<file path="src/rtl/stbuf_pkg.sv">
package stbuf_pkg;

    typedef enum logic [1:0] {
        OP_LOAD  = 2'b00,
        OP_STORE = 2'b01,
        OP_FENCE = 2'b10,
        OP_NONE  = 2'b11
    } core_op_e;

    typedef enum logic [2:0] {
        CS_READY,
        CS_LOAD_ISSUE,
        CS_LOAD_WAIT,
        CS_FENCE,
        CS_ACK
    } core_state_e;

    typedef enum logic {
        DS_IDLE,
        DS_WAIT
    } drain_state_e;

endpackage

</file>
<file path="src/rtl/stbuf_queue.sv">
module stbuf_queue #(
    parameter int DEPTH = 8,
    parameter int AW    = 16,
    parameter int DW    = 32
) (
    input  logic          clk,
    input  logic          rst_n,
    input  logic          push,
    input  logic [AW-1:0] push_addr,
    input  logic [DW-1:0] push_data,
    input  logic          pop,
    input  logic [AW-1:0] lookup_addr,
    output logic [AW-1:0] head_addr,
    output logic [DW-1:0] head_data,
    output logic          empty,
    output logic          full,
    output logic          hit,
    output logic [DW-1:0] hit_data
);

    localparam int PTR_W = $clog2(DEPTH);
    localparam int CNT_W = $clog2(DEPTH + 1);

    logic [AW-1:0]    addr_q [DEPTH];
    logic [DW-1:0]    data_q [DEPTH];
    logic [DEPTH-1:0] valid_q;
    logic [PTR_W-1:0] head_q;
    logic [PTR_W-1:0] tail_q;
    logic [CNT_W-1:0] cnt_q;

    assign empty     = (cnt_q == '0);
    assign full      = (cnt_q == CNT_W'(DEPTH));
    assign head_addr = addr_q[head_q];
    assign head_data = data_q[head_q];

    // Storage: one slot written per push
    generate
        for (genvar g = 0; g < DEPTH; g++) begin : g_slot
            always_ff @(posedge clk or negedge rst_n) begin
                if (!rst_n) begin
                    addr_q[g] <= '0;
                    data_q[g] <= '0;
                end else if (push && (tail_q == PTR_W'(g))) begin
                    addr_q[g] <= push_addr;
                    data_q[g] <= push_data;
                end
            end
        end
    endgenerate

    // Valid bits, pointers and occupancy
    always_ff @(posedge clk or negedge rst_n) begin
        if (!rst_n) begin
            valid_q <= '0;
            head_q  <= '0;
            tail_q  <= '0;
            cnt_q   <= '0;
        end else begin
            if (push) begin
                valid_q[tail_q] <= 1'b1;
                tail_q          <= tail_q + 1'b1;
            end
            if (pop) begin
                valid_q[head_q] <= 1'b0;
                head_q          <= head_q + 1'b1;
            end
            case ({push, pop})
                2'b10:   cnt_q <= cnt_q + 1'b1;
                2'b01:   cnt_q <= cnt_q - 1'b1;
                default: cnt_q <= cnt_q;
            endcase
        end
    end

    // Forwarding search: scan oldest to youngest so the youngest match wins
    always_comb begin
        logic [PTR_W-1:0] idx;
        hit      = 1'b0;
        hit_data = '0;
        idx      = head_q;
        for (int i = 0; i < DEPTH; i++) begin
            idx = head_q + PTR_W'(i);
            if (valid_q[idx] && (addr_q[idx] == lookup_addr)) begin
                hit      = 1'b1;
                hit_data = data_q[idx];
            end
        end
    end

endmodule

</file>
<file path="src/rtl/stbuf_drain.sv">
module stbuf_drain
    import stbuf_pkg::*;
(
    input  logic clk,
    input  logic rst_n,
    input  logic empty,
    input  logic ld_claim,
    input  logic mem_req_ready,
    input  logic mem_st_ack,
    output logic st_req_valid,
    output logic pop
);

    drain_state_e state_q;
    drain_state_e state_d;

    always_ff @(posedge clk or negedge rst_n) begin
        if (!rst_n) begin
            state_q <= DS_IDLE;
        end else begin
            state_q <= state_d;
        end
    end

    always_comb begin
        state_d = state_q;
        unique case (state_q)
            DS_IDLE: if (!empty && !ld_claim && mem_req_ready) state_d = DS_WAIT;
            DS_WAIT: if (mem_st_ack)                           state_d = DS_IDLE;
            default:                                           state_d = DS_IDLE;
        endcase
    end

    always_comb begin
        st_req_valid = 1'b0;
        pop          = 1'b0;
        unique case (state_q)
            DS_IDLE: st_req_valid = !empty && !ld_claim;
            DS_WAIT: pop          = mem_st_ack;
            default: ;
        endcase
    end

endmodule

</file>
<file path="src/rtl/store_fence_buffer.sv">
module store_fence_buffer
    import stbuf_pkg::*;
#(
    parameter int DEPTH = 8,
    parameter int AW    = 16,
    parameter int DW    = 32
) (
    input  logic          clk,
    input  logic          rst_n,
    input  logic          wack_mode,
    input  logic          core_valid,
    output logic          core_ready,
    input  logic [1:0]    core_op,
    input  logic [AW-1:0] core_addr,
    input  logic [DW-1:0] core_wdata,
    output logic          core_rsp_valid,
    output logic [DW-1:0] core_rsp_data,
    output logic          mem_req_valid,
    input  logic          mem_req_ready,
    output logic          mem_req_we,
    output logic [AW-1:0] mem_req_addr,
    output logic [DW-1:0] mem_req_wdata,
    input  logic          mem_ld_valid,
    input  logic [DW-1:0] mem_ld_data,
    input  logic          mem_st_ack,
    output logic          idle
);

    core_state_e   state_q;
    core_state_e   state_d;
    logic [AW-1:0] ld_addr_q;
    logic          rsp_valid_q;
    logic [DW-1:0] rsp_data_q;

    logic          q_empty;
    logic          q_full;
    logic          q_hit;
    logic [DW-1:0] q_hit_data;
    logic [AW-1:0] q_head_addr;
    logic [DW-1:0] q_head_data;
    logic          q_pop;
    logic          st_req_valid;
    logic          ld_claim;
    logic          accept;
    logic          push;
    logic          is_load;
    logic          is_store;
    logic          is_fence;

    assign is_load  = (core_op == OP_LOAD);
    assign is_store = (core_op == OP_STORE);
    assign is_fence = (core_op == OP_FENCE);
    assign accept   = core_valid && core_ready;
    assign push     = accept && is_store;

    stbuf_queue #(
        .DEPTH (DEPTH),
        .AW    (AW),
        .DW    (DW)
    ) u_queue (
        .clk         (clk),
        .rst_n       (rst_n),
        .push        (push),
        .push_addr   (core_addr),
        .push_data   (core_wdata),
        .pop         (q_pop),
        .lookup_addr (core_addr),
        .head_addr   (q_head_addr),
        .head_data   (q_head_data),
        .empty       (q_empty),
        .full        (q_full),
        .hit         (q_hit),
        .hit_data    (q_hit_data)
    );

    stbuf_drain u_drain (
        .clk           (clk),
        .rst_n         (rst_n),
        .empty         (q_empty),
        .ld_claim      (ld_claim),
        .mem_req_ready (mem_req_ready),
        .mem_st_ack    (mem_st_ack),
        .st_req_valid  (st_req_valid),
        .pop           (q_pop)
    );

    // State register
    always_ff @(posedge clk or negedge rst_n) begin
        if (!rst_n) begin
            state_q <= CS_READY;
        end else begin
            state_q <= state_d;
        end
    end

    // Next state
    always_comb begin
        state_d = state_q;
        unique case (state_q)
            CS_READY: begin
                if (accept) begin
                    if (is_load && !q_hit)          state_d = CS_LOAD_ISSUE;
                    else if (is_store && wack_mode) state_d = CS_ACK;
                    else if (is_fence && !q_empty)  state_d = CS_FENCE;
                end
            end
            CS_LOAD_ISSUE: if (mem_req_ready) state_d = CS_LOAD_WAIT;
            CS_LOAD_WAIT:  if (mem_ld_valid)  state_d = CS_READY;
            CS_FENCE:      if (q_empty)       state_d = CS_READY;
            CS_ACK:        if (q_empty)       state_d = CS_READY;
            default:                          state_d = CS_READY;
        endcase
    end

    // Outputs of the core state machine
    always_comb begin
        core_ready = 1'b0;
        ld_claim   = 1'b0;
        unique case (state_q)
            CS_READY:      core_ready = is_store ? !q_full : 1'b1;
            CS_LOAD_ISSUE: ld_claim   = 1'b1;
            CS_LOAD_WAIT:  ;
            CS_FENCE:      ;
            CS_ACK:        ;
            default:       ;
        endcase
    end

    // Load address capture and response register
    always_ff @(posedge clk or negedge rst_n) begin
        if (!rst_n) begin
            ld_addr_q   <= '0;
            rsp_valid_q <= 1'b0;
            rsp_data_q  <= '0;
        end else begin
            rsp_valid_q <= 1'b0;
            if (accept && is_load) begin
                ld_addr_q <= core_addr;
                if (q_hit) begin
                    rsp_valid_q <= 1'b1;
                    rsp_data_q  <= q_hit_data;
                end
            end
            if ((state_q == CS_LOAD_WAIT) && mem_ld_valid) begin
                rsp_valid_q <= 1'b1;
                rsp_data_q  <= mem_ld_data;
            end
        end
    end

    // Memory port: a pending load takes the port ahead of store retirement
    assign mem_req_valid  = ld_claim || st_req_valid;
    assign mem_req_we     = !ld_claim;
    assign mem_req_addr   = ld_claim ? ld_addr_q : q_head_addr;
    assign mem_req_wdata  = q_head_data;

    assign core_rsp_valid = rsp_valid_q;
    assign core_rsp_data  = rsp_data_q;
    assign idle           = q_empty;

endmodule

</file>
<file path="config.mk">
export PLATFORM = sky130hd
export DESIGN_NAME = store_fence_buffer
export DESIGN_NICKNAME = d
export VERILOG_FILES = /design/src/rtl/stbuf_pkg.sv /design/src/rtl/stbuf_queue.sv /design/src/rtl/stbuf_drain.sv /design/src/rtl/store_fence_buffer.sv
export SDC_FILE = /design/constraint.sdc
export NUM_CORES = 2
export LEC_CHECK = 0
export ABC_CLOCK_PERIOD_IN_PS = 5250
export BUFFER_PORTS_ARGS = -buffer_cell sky130_fd_sc_hd__buf_2
export CAP_MARGIN = 0
export CORE_ASPECT_RATIO = 1.5
export CORE_MARGIN = 1.5
export CORE_UTILIZATION = 45
export DETAILED_ROUTE_END_ITERATION = 8
export PLACE_DENSITY = 0.68
export REMOVE_ABC_BUFFERS = 1
export SLEW_MARGIN = 20
export SYNTH_ARGS = -nofsm -noshare
export SYNTH_HDL_FRONTEND = slang
export SYNTH_SLANG_ARGS = --single-unit
</file>
<file path="constraint.sdc">
create_clock -name clk -period 5.25 [get_ports clk]
set_clock_uncertainty 0.2 [all_clocks]
set_input_delay 1.05 -clock clk [delete_from_list [all_inputs] [get_ports clk]]
set_output_delay 1.05 -clock clk [all_outputs]
set_load 0.1 [all_outputs]
</file>
* Word level (Yosys, flattened, before mapping)
Index checks and enable logic that the tools add are counted.
** Storage, ports and cells
- Register bits after elaboration :: 455
- Bits of input ports :: 89
- Output and inout port bits :: 85
- Word-level logic and storage cells :: 247
** Cells by class
- $add $sub $neg :: 10
- Equality and inequality tests :: 29
- Reductions and logical operators :: 42
- Bitwise logic cells :: 12
- $lt $le $gt $ge :: 19
- Multiplexer cells :: 110
** Operator list (number)
- $mux 32 :: 27
- $bmux 32 s3 :: 8
- $bmux 16 s3 :: 8
- $mux 16 :: 17
- $eq 16x16->1 :: 8
- $lt 3x4->1 const B :: 9
- $ge 4x4->1 const B :: 8
- $not 3->4 :: 8
- $mux 1 :: 28
- $logic_and 1x1->1 :: 27
- $bmux 1 s3 :: 8
- $mux 3 :: 7
- $mux 8 :: 2
- $eq 3x3->1 const B :: 5
- $add 3x3->3 const B :: 4
- $eq 3x2->1 const B :: 4
- $pmux 3 s4 :: 1
- $and 8x8->8 :: 1
- $not 8->8 :: 1
- $or 8x8->8 :: 1
- $pmux 4 s2 :: 1
- $add 3x1->3 const B :: 2
- $add 3x2->3 const B :: 2
- $demux 1 s3 :: 2
- other kinds (21) :: 33

* Logic depth before layout (Yosys ltp)
- Word-level depth :: 19
- Depth in mapped cells :: 24
- Depth with buffers taken out :: 12

* Hierarchy
Synthesis repeated with hierarchy kept, for this count alone.
** Second synthesis, totals
- Cell total of the unflattened synthesis :: 3222
- Area, all modules :: 38803.5 µm²
** By module, submodules not included
- stbuf_queue :: area each 36005.8 µm², sequential area each 10059.6 µm², times used 1, cells an instance 2950
- store_fence_buffer :: area each 2741.4 µm², sequential area each 1301.2 µm², times used 1, cells an instance 266
- stbuf_drain :: area each 56.3 µm², sequential area each 25.0 µm², times used 1, cells an instance 6

* Least setup slack after synthesis
OpenSTA, ideal clock, no wires.
- Path type :: flip-flop to flip-flop
- From :: register u_queue.head_q[2]
- To :: register rsp_data_q[10], in the netlist core_rsp_data[10]
- Stages on the path, launching flop included :: 22
- Arrival :: 5.224 ns
- Period minus slack after synthesis :: 5.491 ns
- Buffers on the path :: 10
- Setup slack :: -0.241 ns
- Setup time :: 0.067 ns
- Data required time :: 4.983 ns
- Cell sequence :: dfrtp_1 -> buf_2 -> buf_2 -> buf_2 -> inv_1 -> clkbuf_1 -> clkbuf_1 -> clkbuf_1 -> ha_1 -> buf_2 -> buf_2 -> mux4_2 -> mux2i_1 -> xor2_1 -> nand4_1 -> nor4_2 -> nor4_1 -> a2111o_1 -> buf_2 -> buf_6 -> nor4_2 -> a211o_1
** On the way
- Longest elaborated chain between the ends :: 17
- Elaborated cells between the ends (all ways) :: 116
- Those cells by class :: 7 x add/sub; 8 x eq/ne; 83 x mux; 8 x bitwise; 10 x reduce/logical
** RTL lines
- from (decl) :: line stbuf_queue.sv:27 : logic [PTR_W-1:0] head_q;
- from (signal assigned) :: line stbuf_queue.sv:65 : head_q <= head_q + 1'b1;
- $add 3x1->3 / $not 3->4 (equally long branches) :: line stbuf_queue.sv:82, stbuf_queue.sv:83, stbuf_queue.sv:85
- $not 3->4 (implied by the code) / $bmux 16 s3 (equally long branches) :: line stbuf_queue.sv:83, stbuf_queue.sv:85
- $bmux 16 s3 / $mux 16 (equally long branches) :: line stbuf_queue.sv:83 : if (valid_q[idx] && (addr_q[idx] == lookup_addr)) begin
- $mux 16 (implied by the code) :: line stbuf_queue.sv:83
- $mux 16 (implied by the code) / $eq 16x16->1 (equally long branches) :: line stbuf_queue.sv:83
- $eq 16x16->1 / $logic_and 1x1->1 (equally long branches) :: line stbuf_queue.sv:83
- $logic_and 1x1->1 / $mux 32 (equally long branches) :: line stbuf_queue.sv:83
- $mux 32 (7 in series) :: line stbuf_queue.sv:83
- $mux 32 :: line store_fence_buffer.sv:139 : if (q_hit) begin
- $mux 32 :: line store_fence_buffer.sv:137 : if (accept && is_load) begin
- $mux 32 :: line store_fence_buffer.sv:144 : if ((state_q == CS_LOAD_WAIT) && mem_ld_valid) begin
- to (signal assigned) :: line store_fence_buffer.sv:141 : rsp_data_q <= q_hit_data;
- to (signal assigned) :: line store_fence_buffer.sv:146 : rsp_data_q <= mem_ld_data;
- to (decl) :: line store_fence_buffer.sv:33 : logic [DW-1:0] rsp_data_q;
Parallel ways exist; a longest one is shown, timed or not. The select of a mux whose other input is x is not followed.
A chain may end at the register's enable or synchronous reset.

* Worst setup path in the final report
- From :: register u_queue.head_q[1]
- To :: register rsp_data_q[6], in the netlist core_rsp_data[6]
Same word-level chain as after synthesis.

==> Implementation_results.wiki <==
{| class="wikitable"
! Metric !! Value
|-
| CTS sink cnt || ~460
|-
| CP Launch Type || flip-flop
|-
| Transition time at the pin with the least slew margin || 1050 ps
|-
| Setup repair bufs after CTS || 0
|-
| Cell accounting for the most synthesized area || dfrtp_1
|-
| Result of the run || finished, final reports clean
|-
| Mean number of vias per cell || between 7 and 8
|-
| Area share of the largest cell type after synthesis || 0.305
|-
| Site row count || between 100 and 150
|-
| Core ar. || around 0.082 sq mm
|-
| Fraction of layout cells with a size suffix above 1 || 0.390
|-
| Commonest cells in the synthesized netlist || nand2_1 (515), dfrtp_1 (455), mux4_2 (424)
|-
| Register-to-Register Path Depth || 16
|-
| Residual DRC || 0
|-
| Post-layout utilization of the core || 0.503
|-
| First-pass iteration count of the detailed router || 5
|-
| Setup repair after global routing missed its margin || false
|-
| Die area || roughly 0.085 sq mm
|-
| # fillers || approximately 7300
|-
| Routed WL || 131000 um
|-
| Global placer's final weighted congestion || between 1 and 1.5
|-
| Number of buffers inserted for hold repair after clock tree synthesis || 0
|-
| Global router's overall resource usage || 0.310
|-
| Min Clock Period, post-route || 5070 ps
|-
| Vias in the first global route || between 30000 and 40000
|-
| Clock root buffer || clkbuf_16
|-
| Fmax || just under 200 MHz
|-
| Maximum number of pins on one net before global-route repair || between 100 and 150
|-
| Most used flip-flop cell after synthesis || dfrtp_1
|-
| Initial Utilization || 0.454
|-
| Maximum fanout along the worst path || 29
|-
| YS warnings || 0
|-
| ANT nets after route || 0
|-
| Antenna violations before repair || 12
|-
| Required time reported for the critical path endpoint || 5610 ps
|-
| Top cells by area in the synthesized netlist || dfrtp_1 (30%), mux4_2 (26%), mux2_2 (12%)
|-
| Die W || 238 um
|-
| Sequential fraction of the synthesis area || 0.305
|-
| Proportion of synthesized flip-flops having asynchronous set or reset || 1.00
|-
| Number of maximum-capacitance constraint violations || 0
|-
| Crit Path Category || flip-flop to flip-flop
|-
| Global-route wire length before repair || between 150000 and 200000 um
|-
| DIE HEIGHT || 356 um
|-
| Total standard cell area after synthesis || between 0.03 and 0.04 sq mm
|-
| Number of DRC markers in iteration 0 || 3104
|-
| Count of unique library cells instantiated by Yosys || 79
|-
| PortBufs || 173
|-
| Number of buffers created by CTS || slightly below 50
|-
| CTS HTree Levels || 2
|-
| Worst skew pair latency || ~640 ps
|-
| Worst Hold Path Cells || 2
|-
| Routed WL per cell || between 20 and 30 um
|-
| Gate Count Post-Synth || 3254
|-
| Yosys reg bits || between 400 and 500
|-
| I/O pin cnt || approximately 170
|-
| Clock Pin Slew Worst Setup and Hold Paths || 60 ps
|-
| GRT Residual Overflow || 0
|-
| EDFF count, synth || 0
|-
| Mean post-synth cell area || ~11 sq um
|-
| Number of hold violations in the final report || 0
|-
| Post-detailed-placement half-perimeter wirelength || between 80000 and 90000 um
|-
| Type of destination of the critical path || flip-flop
|-
| Endpoint arrival time on the critical path || roughly 5400 ps
|-
| Buffers from clock root to sink, at most || 3
|-
| Total count of max-transition violations in the final report || 0
|-
| Class of the tightest hold or removal check || flip-flop to flip-flop
|-
| Total number of vias || 30800
|-
| Count of endpoints failing setup in the final report || 0
|-
| Final-stage net count || roughly 3400
|-
| Rel. slew slack || 0.301
|-
| Relative area change from synthesis to final layout || 10.9%
|-
| Top-count cell post-synth || nand2_1
|-
| Ratio of final minimum period to clock period || 0.965
|-
| CTS tree || done
|}
==> cell type report <==
class,count,area (sq um),share of cell area
clock inverter,21,196,0.00474
tap,1048,1310,0.0316
inverter,25,96.3,0.00233
antenna,5,12.5,0.000302
multi-input combinational,2455,24700,0.597
clock buffer,69,1480,0.0358
sequential,455,11400,0.275
timing repair buffer,292,2220,0.0536
==> repair_timing <==
action,4_1_cts,5_1_grt
gates cloned,0,0
resized for setup,2,1
setup endpoints to repair,11,8
==> through the flow <==
stage / setup WS [ps] / hold slack [ps] / setup TNS (ps) / cells / instance area (sq um)
2_1_floorplan: -22360 / 246 / -1592880 / 2935 / 36000
3_3_place_gp: 295 / 263 / 0 / 4275 / 39700
3_5_place_dp: 279 / 271 / 0 / 4275 / 39700
4_1_cts: 41.6 / 285 / 0 / 4365 / 41400
5_1_grt: 7.80 / 300 / 0 / 4370 / 41400
6_report: 184 / 280 / 0 / 4370 / 41400
==> cell usage in the layout (no fill, tap or decap), types with 14 or more instances in the layout <==
master     synthesis  final
a221oi_1          37     37
nor2_1            59     58
o21a_1            29     29
o21ai_0          129    128
xnor2_1          112    110
a21oi_1           61     61
a31oi_1           21     21
nor4_1            57     56
buf_12             0     34
mux4_2           424    424
buf_4              9     89
nor3_1            17     16
buf_2             68    166
xor2_1            25     23
a211o_1           31     31
nand4_1           25     25
o22ai_1           63     63
dfrtp_1          455    452
mux2_2           405    405
o221ai_1          30     30
nand2_1          515    511
inv_1             21     20
mux2i_1          215    215
o221a_2           30     30
clkbuf_16          0     51
nand3_1           32     28
clkbuf_8           0     14
==> kinds of logic (layout without fill, tap and decap cells) <==
group / Yosys count / count (layout) / share of synthesized area
AO/OA/AOI/OAI: 482 / 482 / 0.0889
XOR/XNOR: 137 / 137 / 0.0321
multiplexers: 1044 / 1044 / 0.435
flip-flops: 455 / 455 / 0.305
adder cells (fa/ha/maj): 16 / 16 / 0.00556
AND/OR/NAND/NOR: 776 / 776 / 0.0935
buffers and inverters: 344 / 407 / 0.0400
other: 0 / 5 / 0
==> critical path, cell delays in order (launching register included) <==
cell	delay [ps]
dfrtp_4	440
inv_1	80
buf_4	170
ha_4	540
buf_12	210
buf_12	140
mux4_2	500
mux2i_1	280
xor2_1	290
nand4_1	150
nor4_2	350
buf_4	260
nor4_1	100
a2111o_2	480
buf_12	200
nor4_1	380
a211o_1	140
==> registers in the layout, summed over array words and instances (netlist names) <==
name	cells
ld_addr_q	16
u_queue.data_q	256
u_drain.state_q	1
core_rsp_valid	1
u_queue.addr_q	128
u_queue.valid_q	8
core_rsp_data	32
u_queue.head_q	3
state_q	3
u_queue.tail_q	3
u_queue.cnt_q	4
==> per-layer routing <==
layer / GRT usage / wire [um] / share of wire / up-vias
met3: 0.0624 / 11800 / 0.090 / 574
met2: 0.505 / 62900 / 0.48 / 1838
met1: 0.360 / 45000 / 0.34 / 15700
met5: 0 / 61 / 0.00047 / -
met4: 0.236 / 11200 / 0.086 / 10
li1: - / - / - / 12700
==> worst paths after layout <==
path | startpoint | to | slack, ps
setup / recovery | u_queue.head_q[1]$_DFFE_PN0P_ | core_rsp_data[6]$_DFFE_PN0P_ | 180
min in group asynchronous | rst_n | u_queue.data_q[2]$_DFFE_PN0P_ | 310
setup reg to reg | u_queue.head_q[1]$_DFFE_PN0P_ | core_rsp_data[6]$_DFFE_PN0P_ | 180
max in group asynchronous | rst_n | u_queue.addr_q[112]$_DFFE_PN0P_ | 3460
hold reg to reg | ld_addr_q[6]$_DFFE_PN0P_ | ld_addr_q[6]$_DFFE_PN0P_ | 280
hold / removal | ld_addr_q[6]$_DFFE_PN0P_ | ld_addr_q[6]$_DFFE_PN0P_ | 280
Power is not shown: default switching activity piles up to over one toggle a cycle in this logic, so the estimate is an artifact.
